--- src/rtl/xbar_pkg.sv ---
package xbar_pkg;
  localparam int AGE_W = 6;
  typedef logic [AGE_W-1:0] age_t;
  localparam age_t AGE_MAX = '1;
endpackage

--- src/rtl/xbar_pair_q.sv ---
module xbar_pair_q
  import xbar_pkg::*;
#(
  parameter int DATA_W = 8,
  parameter int DEPTH  = 2
) (
  input  logic              clk,
  input  logic              rst,
  input  logic              push,
  input  logic [DATA_W-1:0] push_data,
  input  logic              pop,
  output logic              full,
  output logic              head_valid,
  output logic [DATA_W-1:0] head_data,
  output age_t              head_age
);
  localparam int PW = (DEPTH > 1) ? $clog2(DEPTH) : 1;
  localparam int CW = $clog2(DEPTH + 1);

  logic [DATA_W-1:0] mem [DEPTH];
  age_t              age [DEPTH];
  logic [PW-1:0]     wr_ptr, rd_ptr;
  logic [CW-1:0]     cnt;
  logic              do_push, do_pop;

  function automatic logic [PW-1:0] bump(input logic [PW-1:0] p);
    return (p == PW'(DEPTH - 1)) ? '0 : p + 1'b1;
  endfunction

  assign full       = (cnt == CW'(DEPTH));
  assign head_valid = (cnt != '0);
  assign do_push    = push && !full;
  assign do_pop     = pop && head_valid;
  assign head_data  = mem[rd_ptr];
  assign head_age   = age[rd_ptr];

  always_ff @(posedge clk) begin
    if (do_push) mem[wr_ptr] <= push_data;
  end

  always_ff @(posedge clk) begin
    if (rst) begin
      wr_ptr <= '0;
      rd_ptr <= '0;
      cnt    <= '0;
    end else begin
      if (do_push) wr_ptr <= bump(wr_ptr);
      if (do_pop)  rd_ptr <= bump(rd_ptr);
      case ({do_push, do_pop})
        2'b10:   cnt <= cnt + 1'b1;
        2'b01:   cnt <= cnt - 1'b1;
        default: cnt <= cnt;
      endcase
    end
  end

  // each slot restarts its wait counter on write and saturates
  for (genvar i = 0; i < DEPTH; i++) begin : g_age
    always_ff @(posedge clk) begin
      if (rst)                                   age[i] <= '0;
      else if (do_push && wr_ptr == PW'(i))      age[i] <= '0;
      else if (age[i] != AGE_MAX)                age[i] <= age[i] + 1'b1;
    end
  end
endmodule

--- src/rtl/xbar_age_arb.sv ---
module xbar_age_arb
  import xbar_pkg::*;
#(
  parameter int NREQ  = 4,
  parameter int IDX_W = 2
) (
  input  logic [NREQ-1:0]  req,
  input  age_t             age_in [NREQ],
  output logic [NREQ-1:0]  gnt,
  output logic [IDX_W-1:0] gnt_idx,
  output logic             gnt_any
);
  age_t best_age;

  // ascending scan with strict compare: equal ages keep the lower index
  always_comb begin
    gnt_any  = 1'b0;
    gnt_idx  = '0;
    best_age = '0;
    for (int i = 0; i < NREQ; i++) begin
      if (req[i] && (!gnt_any || age_in[i] > best_age)) begin
        gnt_any  = 1'b1;
        gnt_idx  = IDX_W'(i);
        best_age = age_in[i];
      end
    end
    gnt = '0;
    if (gnt_any) gnt[gnt_idx] = 1'b1;
  end
endmodule

--- src/rtl/xbar_out_reg.sv ---
module xbar_out_reg #(
  parameter int DATA_W = 8,
  parameter int SRC_W  = 2
) (
  input  logic              clk,
  input  logic              rst,
  input  logic              in_valid,
  input  logic [DATA_W-1:0] in_data,
  input  logic [SRC_W-1:0]  in_src,
  input  logic              out_ready,
  output logic              free,
  output logic              out_valid,
  output logic [DATA_W-1:0] out_data,
  output logic [SRC_W-1:0]  out_src
);
  assign free = !out_valid || out_ready;

  always_ff @(posedge clk) begin
    if (rst)       out_valid <= 1'b0;
    else if (free) out_valid <= in_valid;
  end

  always_ff @(posedge clk) begin
    if (free && in_valid) begin
      out_data <= in_data;
      out_src  <= in_src;
    end
  end
endmodule

--- src/rtl/xbar_age_slice.sv ---
module xbar_age_slice
  import xbar_pkg::*;
#(
  parameter int NUM_CORE_SRC = 3,
  parameter int NUM_CORE_DST = 2,
  parameter int DATA_W       = 8,
  parameter int QDEPTH       = 2,
  localparam int NS    = NUM_CORE_SRC + 1,
  localparam int ND    = NUM_CORE_DST + 1,
  localparam int SRC_W = (NS > 1) ? $clog2(NS) : 1,
  localparam int DST_W = (ND > 1) ? $clog2(ND) : 1
) (
  input  logic                 clk,
  input  logic                 rst,
  input  logic [NS-1:0]        src_valid,
  input  logic [NS*DST_W-1:0]  src_dst,
  input  logic [NS*DATA_W-1:0] src_data,
  output logic [NS-1:0]        src_ready,
  output logic [ND-1:0]        dst_valid,
  output logic [ND*DATA_W-1:0] dst_data,
  output logic [ND*SRC_W-1:0]  dst_src,
  input  logic [ND-1:0]        dst_ready
);
  logic [DST_W-1:0]  sel_dst [NS];
  logic [NS-1:0]     dst_ok;

  logic              q_push  [NS][ND];
  logic              q_pop   [NS][ND];
  logic              q_full  [NS][ND];
  logic              q_hval  [NS][ND];
  logic [DATA_W-1:0] q_hdata [NS][ND];
  age_t              q_hage  [NS][ND];

  logic [NS-1:0]     arb_req [ND];
  age_t              arb_age [ND][NS];
  logic [NS-1:0]     arb_gnt [ND];
  logic [SRC_W-1:0]  arb_idx [ND];
  logic [ND-1:0]     arb_any;
  logic [ND-1:0]     out_free;
  logic [DATA_W-1:0] win_data [ND];

  // source side: decode destination code and build ready
  always_comb begin
    for (int s = 0; s < NS; s++) begin
      sel_dst[s]   = src_dst[s*DST_W +: DST_W];
      dst_ok[s]    = (sel_dst[s] <= DST_W'(ND - 1));
      src_ready[s] = 1'b0;
      for (int d = 0; d < ND; d++) begin
        if (dst_ok[s] && sel_dst[s] == DST_W'(d)) src_ready[s] = !q_full[s][d];
      end
    end
  end

  for (genvar s = 0; s < NS; s++) begin : g_src
    for (genvar d = 0; d < ND; d++) begin : g_pair
      assign q_push[s][d] = src_valid[s] && dst_ok[s] &&
                            (sel_dst[s] == DST_W'(d)) && !q_full[s][d];
      assign q_pop[s][d]  = arb_gnt[d][s] && out_free[d];

      xbar_pair_q #(.DATA_W(DATA_W), .DEPTH(QDEPTH)) u_q (
        .clk       (clk),
        .rst       (rst),
        .push      (q_push[s][d]),
        .push_data (src_data[s*DATA_W +: DATA_W]),
        .pop       (q_pop[s][d]),
        .full      (q_full[s][d]),
        .head_valid(q_hval[s][d]),
        .head_data (q_hdata[s][d]),
        .head_age  (q_hage[s][d])
      );
    end
  end

  // destination side: gather heads, arbitrate by age, register the winner
  always_comb begin
    for (int d = 0; d < ND; d++) begin
      win_data[d] = '0;
      for (int s = 0; s < NS; s++) begin
        arb_req[d][s] = q_hval[s][d];
        arb_age[d][s] = q_hage[s][d];
        if (arb_idx[d] == SRC_W'(s)) win_data[d] = q_hdata[s][d];
      end
    end
  end

  for (genvar d = 0; d < ND; d++) begin : g_dst
    xbar_age_arb #(.NREQ(NS), .IDX_W(SRC_W)) u_arb (
      .req    (arb_req[d]),
      .age_in (arb_age[d]),
      .gnt    (arb_gnt[d]),
      .gnt_idx(arb_idx[d]),
      .gnt_any(arb_any[d])
    );

    xbar_out_reg #(.DATA_W(DATA_W), .SRC_W(SRC_W)) u_out (
      .clk      (clk),
      .rst      (rst),
      .in_valid (arb_any[d]),
      .in_data  (win_data[d]),
      .in_src   (arb_idx[d]),
      .out_ready(dst_ready[d]),
      .free     (out_free[d]),
      .out_valid(dst_valid[d]),
      .out_data (dst_data[d*DATA_W +: DATA_W]),
      .out_src  (dst_src[d*SRC_W +: SRC_W])
    );
  end
endmodule

--- config.mk ---
export PLATFORM = sky130hd
export DESIGN_NAME = xbar_age_slice
export DESIGN_NICKNAME = d
export VERILOG_FILES = /design/src/rtl/xbar_pkg.sv /design/src/rtl/xbar_pair_q.sv /design/src/rtl/xbar_age_arb.sv /design/src/rtl/xbar_out_reg.sv /design/src/rtl/xbar_age_slice.sv
export SDC_FILE = /design/constraint.sdc
export NUM_CORES = 1
export LEC_CHECK = 0
export CAP_MARGIN = 30
export CORE_MARGIN = 8
export CORE_UTILIZATION = 50
export DETAILED_ROUTE_END_ITERATION = 8
export PLACE_DENSITY = 0.7
export SYNTH_ARGS = -nofsm -noshare
export SYNTH_HDL_FRONTEND = slang
export SYNTH_SLANG_ARGS = --single-unit
--- constraint.sdc ---
create_clock -name clk -period 12.2 [get_ports clk]
set_clock_uncertainty 0.2 [all_clocks]
set_input_delay 1.83 -clock clk [delete_from_list [all_inputs] [get_ports clk]]
set_output_delay 1.83 -clock clk [all_outputs]
set_load 0.005 [all_outputs]
# Word-level counts from Yosys, hierarchy flattened
# Memory sizes are Yosys's and may differ from the RTL's. A register that Yosys moved wholly into a read port is not among the register bits.
# Index checks and enable logic that the tools add are counted.
[op_classes]
addsub = 72
mul = 0
n_div = 0
n_lt_le_gt_ge = 19
eq_ne = 77
n_shift = 0
n_mux = 389
n_bitwise = 60
reduce_logical = 182
[ops]
columns = ["cell", "count"]
rows = [
  ["$mux 6", 57],
  ["$mux 1", 296],
  ["$add 6x1->6 const B", 24],
  ["$ne 6x6->1 const B", 24],
  ["$logic_and 1x1->1", 115],
  ["$mux 8", 12],
  ["$eq 2x2->1 const B", 34],
  ["$gt 6x6->1", 9],
  ["$or 1x1->1", 48],
  ["$pmux 2 s2", 12],
  ["$reduce_bool 2->1", 24],
  ["$eq 2x1->1 const B", 19],
  ["$add 1x1->1 const B", 24],
  ["$add 2x1->2 const B", 12],
  ["$logic_not 1->1", 24],
  ["$sub 2x1->2 const B", 12],
  ["$logic_not 2->1", 7],
  ["$logic_or 1x1->1", 12],
  ["$mux 2", 6],
  ["$mux 4", 3],
  ["$not 1->1", 12],
  ["$lt 2x3->1 const B", 3],
  ["$le 2x2->1 const B", 4],
  ["$demux 1 s2", 3],
  ["$ge 2x1->1 const B", 3],
]
[totals]
reg_bits = 81
latch_bits = 0
mem_bits_rw = 336
rom_bits = 0
in_bits = 49
elab_cells = 868
n_memories = 24
[mem_list]
columns = ["name", "words", "width", "rd", "rd_clocked_by_memory_dff", "write_ports", "line_no", "text"]
rows = [
  ["g_src[0].g_pair[0].u_q.mem", 2, 8, 1, 1, 1, "xbar_pair_q.sv:20", "logic [DATA_W-1:0] mem [DEPTH];"],
  ["g_src[0].g_pair[1].u_q.mem", 2, 8, 1, 1, 1, "xbar_pair_q.sv:20", ""],
  ["g_src[0].g_pair[2].u_q.mem", 2, 8, 1, 1, 1, "xbar_pair_q.sv:20", ""],
  ["g_src[1].g_pair[0].u_q.mem", 2, 8, 1, 1, 1, "xbar_pair_q.sv:20", ""],
  ["g_src[1].g_pair[1].u_q.mem", 2, 8, 1, 1, 1, "xbar_pair_q.sv:20", ""],
  ["g_src[1].g_pair[2].u_q.mem", 2, 8, 1, 1, 1, "xbar_pair_q.sv:20", ""],
  ["+18 memories", "--", "--", "--", "--", "--", "--", ""],
]

# Logic depth before layout (Yosys ltp)
[logic_depth]
depth_word = 23
depth_mapped = 30
mapped_depth_nobuf = 26

# Cells and area by module
# From an unflattened synthesis, not the netlist that was laid out.
[unflattened]
cells_unflattened = 1745
area_unflattened_um2 = 22701.8
[by_module_without_submodules]
columns = ["module", "instances", "cells_per_inst", "area_each_um2", "seq_area_each_um2"]
rows = [
  ["xbar_pair_q at g_src[0].g_pair[0].u_q ...", 8, 108, 1496.4, 940.9],
  ["xbar_pair_q at g_src[2].g_pair[1].u_q ...", 2, 109, 1501.4, 940.9],
  ["xbar_age_arb", 3, 111, 933.4, 0.0],
  ["xbar_pair_q at g_src[3].g_pair[2].u_q", 1, 108, 1497.7, 940.9],
  ["xbar_pair_q at g_src[1].g_pair[0].u_q", 1, 107, 1492.7, 940.9],
  ["xbar_out_reg", 3, 15, 355.3, 320.3],
  ["xbar_age_slice", 1, 70, 870.8, 0.0],
]

# Least setup slack after synthesis
# OpenSTA, ideal clock, no wires.
[synth_timing]
kind = "register -> register"
start = "reg with a tool-made name"
end = "reg g_src[3].g_pair[0].u_q.cnt[1]"
setup_time_ps = 70
arrival_ps = 5929
required_time_ps = 11930
slack_ps = 6000
path_stages_with_launch = 28
n_path_buf = 5
synth_period_minus_slack_ps = 6200
path_cell_list = "dfxtp_1 -> clkbuf_1 -> buf_1 -> mux2i_1 -> inv_1 -> ha_1 -> nand4_1 -> o21bai_1 -> a41oi_4 -> buf_4 -> mux2i_1 -> ha_1 -> nor2b_1 -> o21bai_1 -> a31o_2 -> clkbuf_1 -> nor2_1 -> a21o_1 -> ha_1 -> nand4_1 -> a21oi_1 -> nor4_2 -> nor3_4 -> buf_2 -> and2_1 -> ha_1 -> or3_1 -> a21oi_1"
[synth_lines]
columns = ["element", "line_no", "text"]
rows = [
  ["end signal, assigned", "xbar_pair_q.sv:50", "2'b10: cnt <= cnt + 1'b1;"],
  ["end signal, assigned", "xbar_pair_q.sv:51", "2'b01: cnt <= cnt - 1'b1;"],
  ["end signal, assigned", "xbar_pair_q.sv:52", "default: cnt <= cnt;"],
  ["end, declared", "xbar_pair_q.sv:23", "logic [CW-1:0] cnt;"],
]

==> out/qor.txt <==
clock network fraction of total power: 27.7%
post-synthesis mux area share: 9.89%
Avg Cell Area, Syn: 12.2 um^2
clock sink count: 429
core area: 42700 um^2
CTS Hold Bufs: 0
sequential area share after synthesis: 57.1%
Worst Hold Launch: g_src[3].g_pair[2].u_q.rd_ptr
CP required: 12500 ps
flop-to-flop setup slack: 4920 ps
Pwr Total: 5150 uW
Area Overhead vs Synth: 13.8%
# resized after CTS: 0
Die X: 223 um
final WL: 49000 um
starting density of the core: 50.3%
HPWL after DPL: 36400 um
startpoint types: register
final antenna-violating net count: 0
Hold Path Class: reg2reg
setup slack after layout: 4920 ps
FF/Latch Area: 12300 um^2
Psw: 1710 uW
vias in the first global route: 13875
prevailing post-synth register cell: edfxtp_1
Chip Height: 223 um
CTS tree: done
IO buf count: 85
first-pass GRT wire length: 76200 um
Synth Area in Adders: 5.24%
# rows: 76
Max Cap Viol: 0
Synth Area in XOR/XNOR: 5.47%
DR WL/cell: 20.1 um
CTS clk-pin slew, worst paths: 70 ps
status: completed
number of synthesized flops with an enable pin: 366
TritonCTS Buffers: 44
FILL cells: 3442
hold_ws: 302 ps
pre-CTS WS: 5060 ps
Synth Register Bits: 429
Ports: 86
Final period util: 59.7%
initial antenna violation count: 0
Arr. time, crit path: 7580 ps
Final min period: 7280 ps
Rel. slew slack: 35.4%
Worst Tran Pin Value: 965 ps
Post-Syn Instances: 1762
grt ovf: 0
power share of the combinational group: 32.5%
DR top layer: met4
Fin. Hold Viols: 0
Syn Std Cell Area: 21500 um^2
ANT cells: 0
Initial DRC Count: 1052
# H-tree levels: 2
Nets: 1993
met2 routed WL: 24200 um
Via density: 5.69
asr flop ratio synth: 0%
Final Setup Violations: 0
Switching Share: 33.2%
RSZ-0062 raised after global routing: false
Synth Area in Simple Gates: 14.0%
largest family of logic cells by synthesized area: simple AND/OR/NAND/NOR gates
multi-input logic area: 8790 um^2
yosys warns: 0
worst skew pair latency: 570 ps
GPL Wtd Cong: 0.900
Max Fclk: 137 MHz
final slew viol count: 0
CP Capture Type: register
WL met3: 2070 um
power per cell area: 211 nW/um^2
Max Root-Sink Buffers: 3
Post-CTS Setup Repair Bufs: 0
largest net degree at the start of global routing: 57
final core occ: 57.3%
Post-Syn Nets: 1901
root buf cell: clkbuf_16
DRC viols: 0
peak supply drop: 0.129 mV
layout cells sized above 1: 12.1%
critical path class: reg2reg
synth unique cells: 63
Die ar.: 49800 um^2
First-pass DRT Iterations: 5
post-synthesis compound-gate area fraction: 6.17%
GRT Overall Usage: 19.3%
part of the power in registers: 39.8%
Fin Setup TNS: 0 ps
LEAKAGE: 0.00882 uW
CP Max Fanout: 29
Vias: 13855
met1 WL: 21300 um
P_int: 3440 uW
Yosys cell counts (19+ instances only):
library cell / instances / share of area [%]
nor2b_1: 24 / 0.70
edfxtp_1: 366 / 51
clkbuf_1: 28 / 0.49
nor3_1: 35 / 0.82
ha_1: 90 / 5.2
nand3_1: 61 / 1.4
nor2_1: 251 / 4.4
xnor2_1: 80 / 3.3
xor2_1: 54 / 2.2
nand2_1: 101 / 1.8
mux2i_1: 117 / 5.5
o21ai_0: 39 / 0.91
dfxtp_1: 63 / 5.9
a21oi_1: 46 / 1.1
nand2b_1: 20 / 0.58
mux2_2: 77 / 4.0
and3_1: 27 / 0.79
inv_1: 56 / 0.98
or3_1: 19 / 0.55
cell families (layout without fill, tap and decap cells):
family          after synthesis  after routing
mux                         201            201
buf+inv                     112            238
flops                       429            429
compound gates              188            188
simple gates                608            608
fa+ha+maj                    90             90
xor+xnor                    134            134
flip-flops by register name, indices dropped and copies added (netlist names), named ones only:
| register | flops |
|---|---|
| g_dst.u_out.out_valid | 3 |
| g_src.g_pair.u_q.mem | 192 |
| g_src.g_pair.u_q.wr_ptr | 12 |
| g_dst.u_out.out_data | 24 |
| g_dst.u_out.out_src | 6 |
| g_src.g_pair.u_q.rd_ptr | 12 |
| g_src.g_pair.u_q.age | 144 |
| g_src.g_pair.u_q.cnt | 24 |
layout by cell type (no fill, tap or decap), types with 7 or more instances in the layout:
cell | Yosys | final
mux2_2 | 77 | 77
o221ai_1 | 16 | 16
a31o_2 | 12 | 12
xnor2_1 | 80 | 80
nor2b_1 | 24 | 24
o21ai_0 | 39 | 39
nand4_1 | 12 | 12
a211oi_1 | 18 | 18
a21o_1 | 13 | 13
xor2_1 | 54 | 54
inv_1 | 56 | 56
clkinv_2 | 0 | 8
o2111ai_1 | 8 | 8
buf_4 | 6 | 16
clkdlybuf4s50_1 | 0 | 84
nor2_1 | 251 | 251
bufinv_16 | 0 | 7
clkbuf_16 | 0 | 45
or2_2 | 13 | 13
a21oi_1 | 46 | 46
or3_1 | 19 | 19
and3_1 | 27 | 27
nand2b_1 | 20 | 20
nor3_1 | 35 | 35
nand2_1 | 101 | 101
or3b_2 | 8 | 8
ha_1 | 90 | 90
dfxtp_1 | 63 | 63
o21a_1 | 9 | 9
edfxtp_1 | 366 | 366
mux2i_1 | 117 | 117
and2_1 | 12 | 12
nand3_1 | 61 | 61
through the flow:
step | std cells | cell area [um^2]
after detailed placement | 2352 | 22900
after global routing | 2434 | 24400
after global placement | 2349 | 22900
after floorplan | 1762 | 21500
after CTS | 2432 | 24400
final | 2434 | 24400
power groups by stage:
stage	sequential, uW	combinational [uW]	clock, uW
4_1_cts	2050	1670	1450
3_3_place_gp	2070	1610	0
2_1_floorplan	1960	1250	0
5_1_grt	2080	1810	1500
6_report	2050	1670	1420
3_5_place_dp	2080	1660	0
critical path, stage by stage, from the launching register on:
cell     delay (ps)
dfxtp_1         870
mux2i_1         180
nor2_1          180
inv_1            70
ha_1            300
nand4_1         130
o32a_1          390
o41ai_4          70
buf_4           350
o21ai_0         220
ha_1            340
nand4_1         110
o32ai_1         500
a31o_2          360
o21ai_0         190
ha_1            320
nand4_1         120
a21oi_1          70
o32ai_1         530
a21o_1          620
and3_4          330
ha_1            260
or3_1           350
a21oi_1         150
path summary, 6_finish.rpt:
check | to | cells past startpoint
worst max register to register | g_src[0].g_pair[1].u_q.cnt[1] | 23
worst max-delay path | g_src[0].g_pair[1].u_q.cnt[1] | 23
worst min-delay path | register | 2
worst min register to register | register | 2
area by class of cell:
type / count / share of cell area [%]
clock buffer: 56 / 4.98
clock inverter: 24 / 1.27
inverter: 57 / 0.875
multi-input combinational: 1221 / 36.0
sequential: 429 / 50.1
tap: 546 / 2.79
timing repair buffer: 101 / 3.98
layer usage:
metal  track usage (%)  up-vias
met5                 0        -
li1                  -     6619
met2              33.4      333
met1              24.7     6813
met4              6.10        0
met3              2.97       90
No activity file was read; power rests on OpenSTA's default activity.
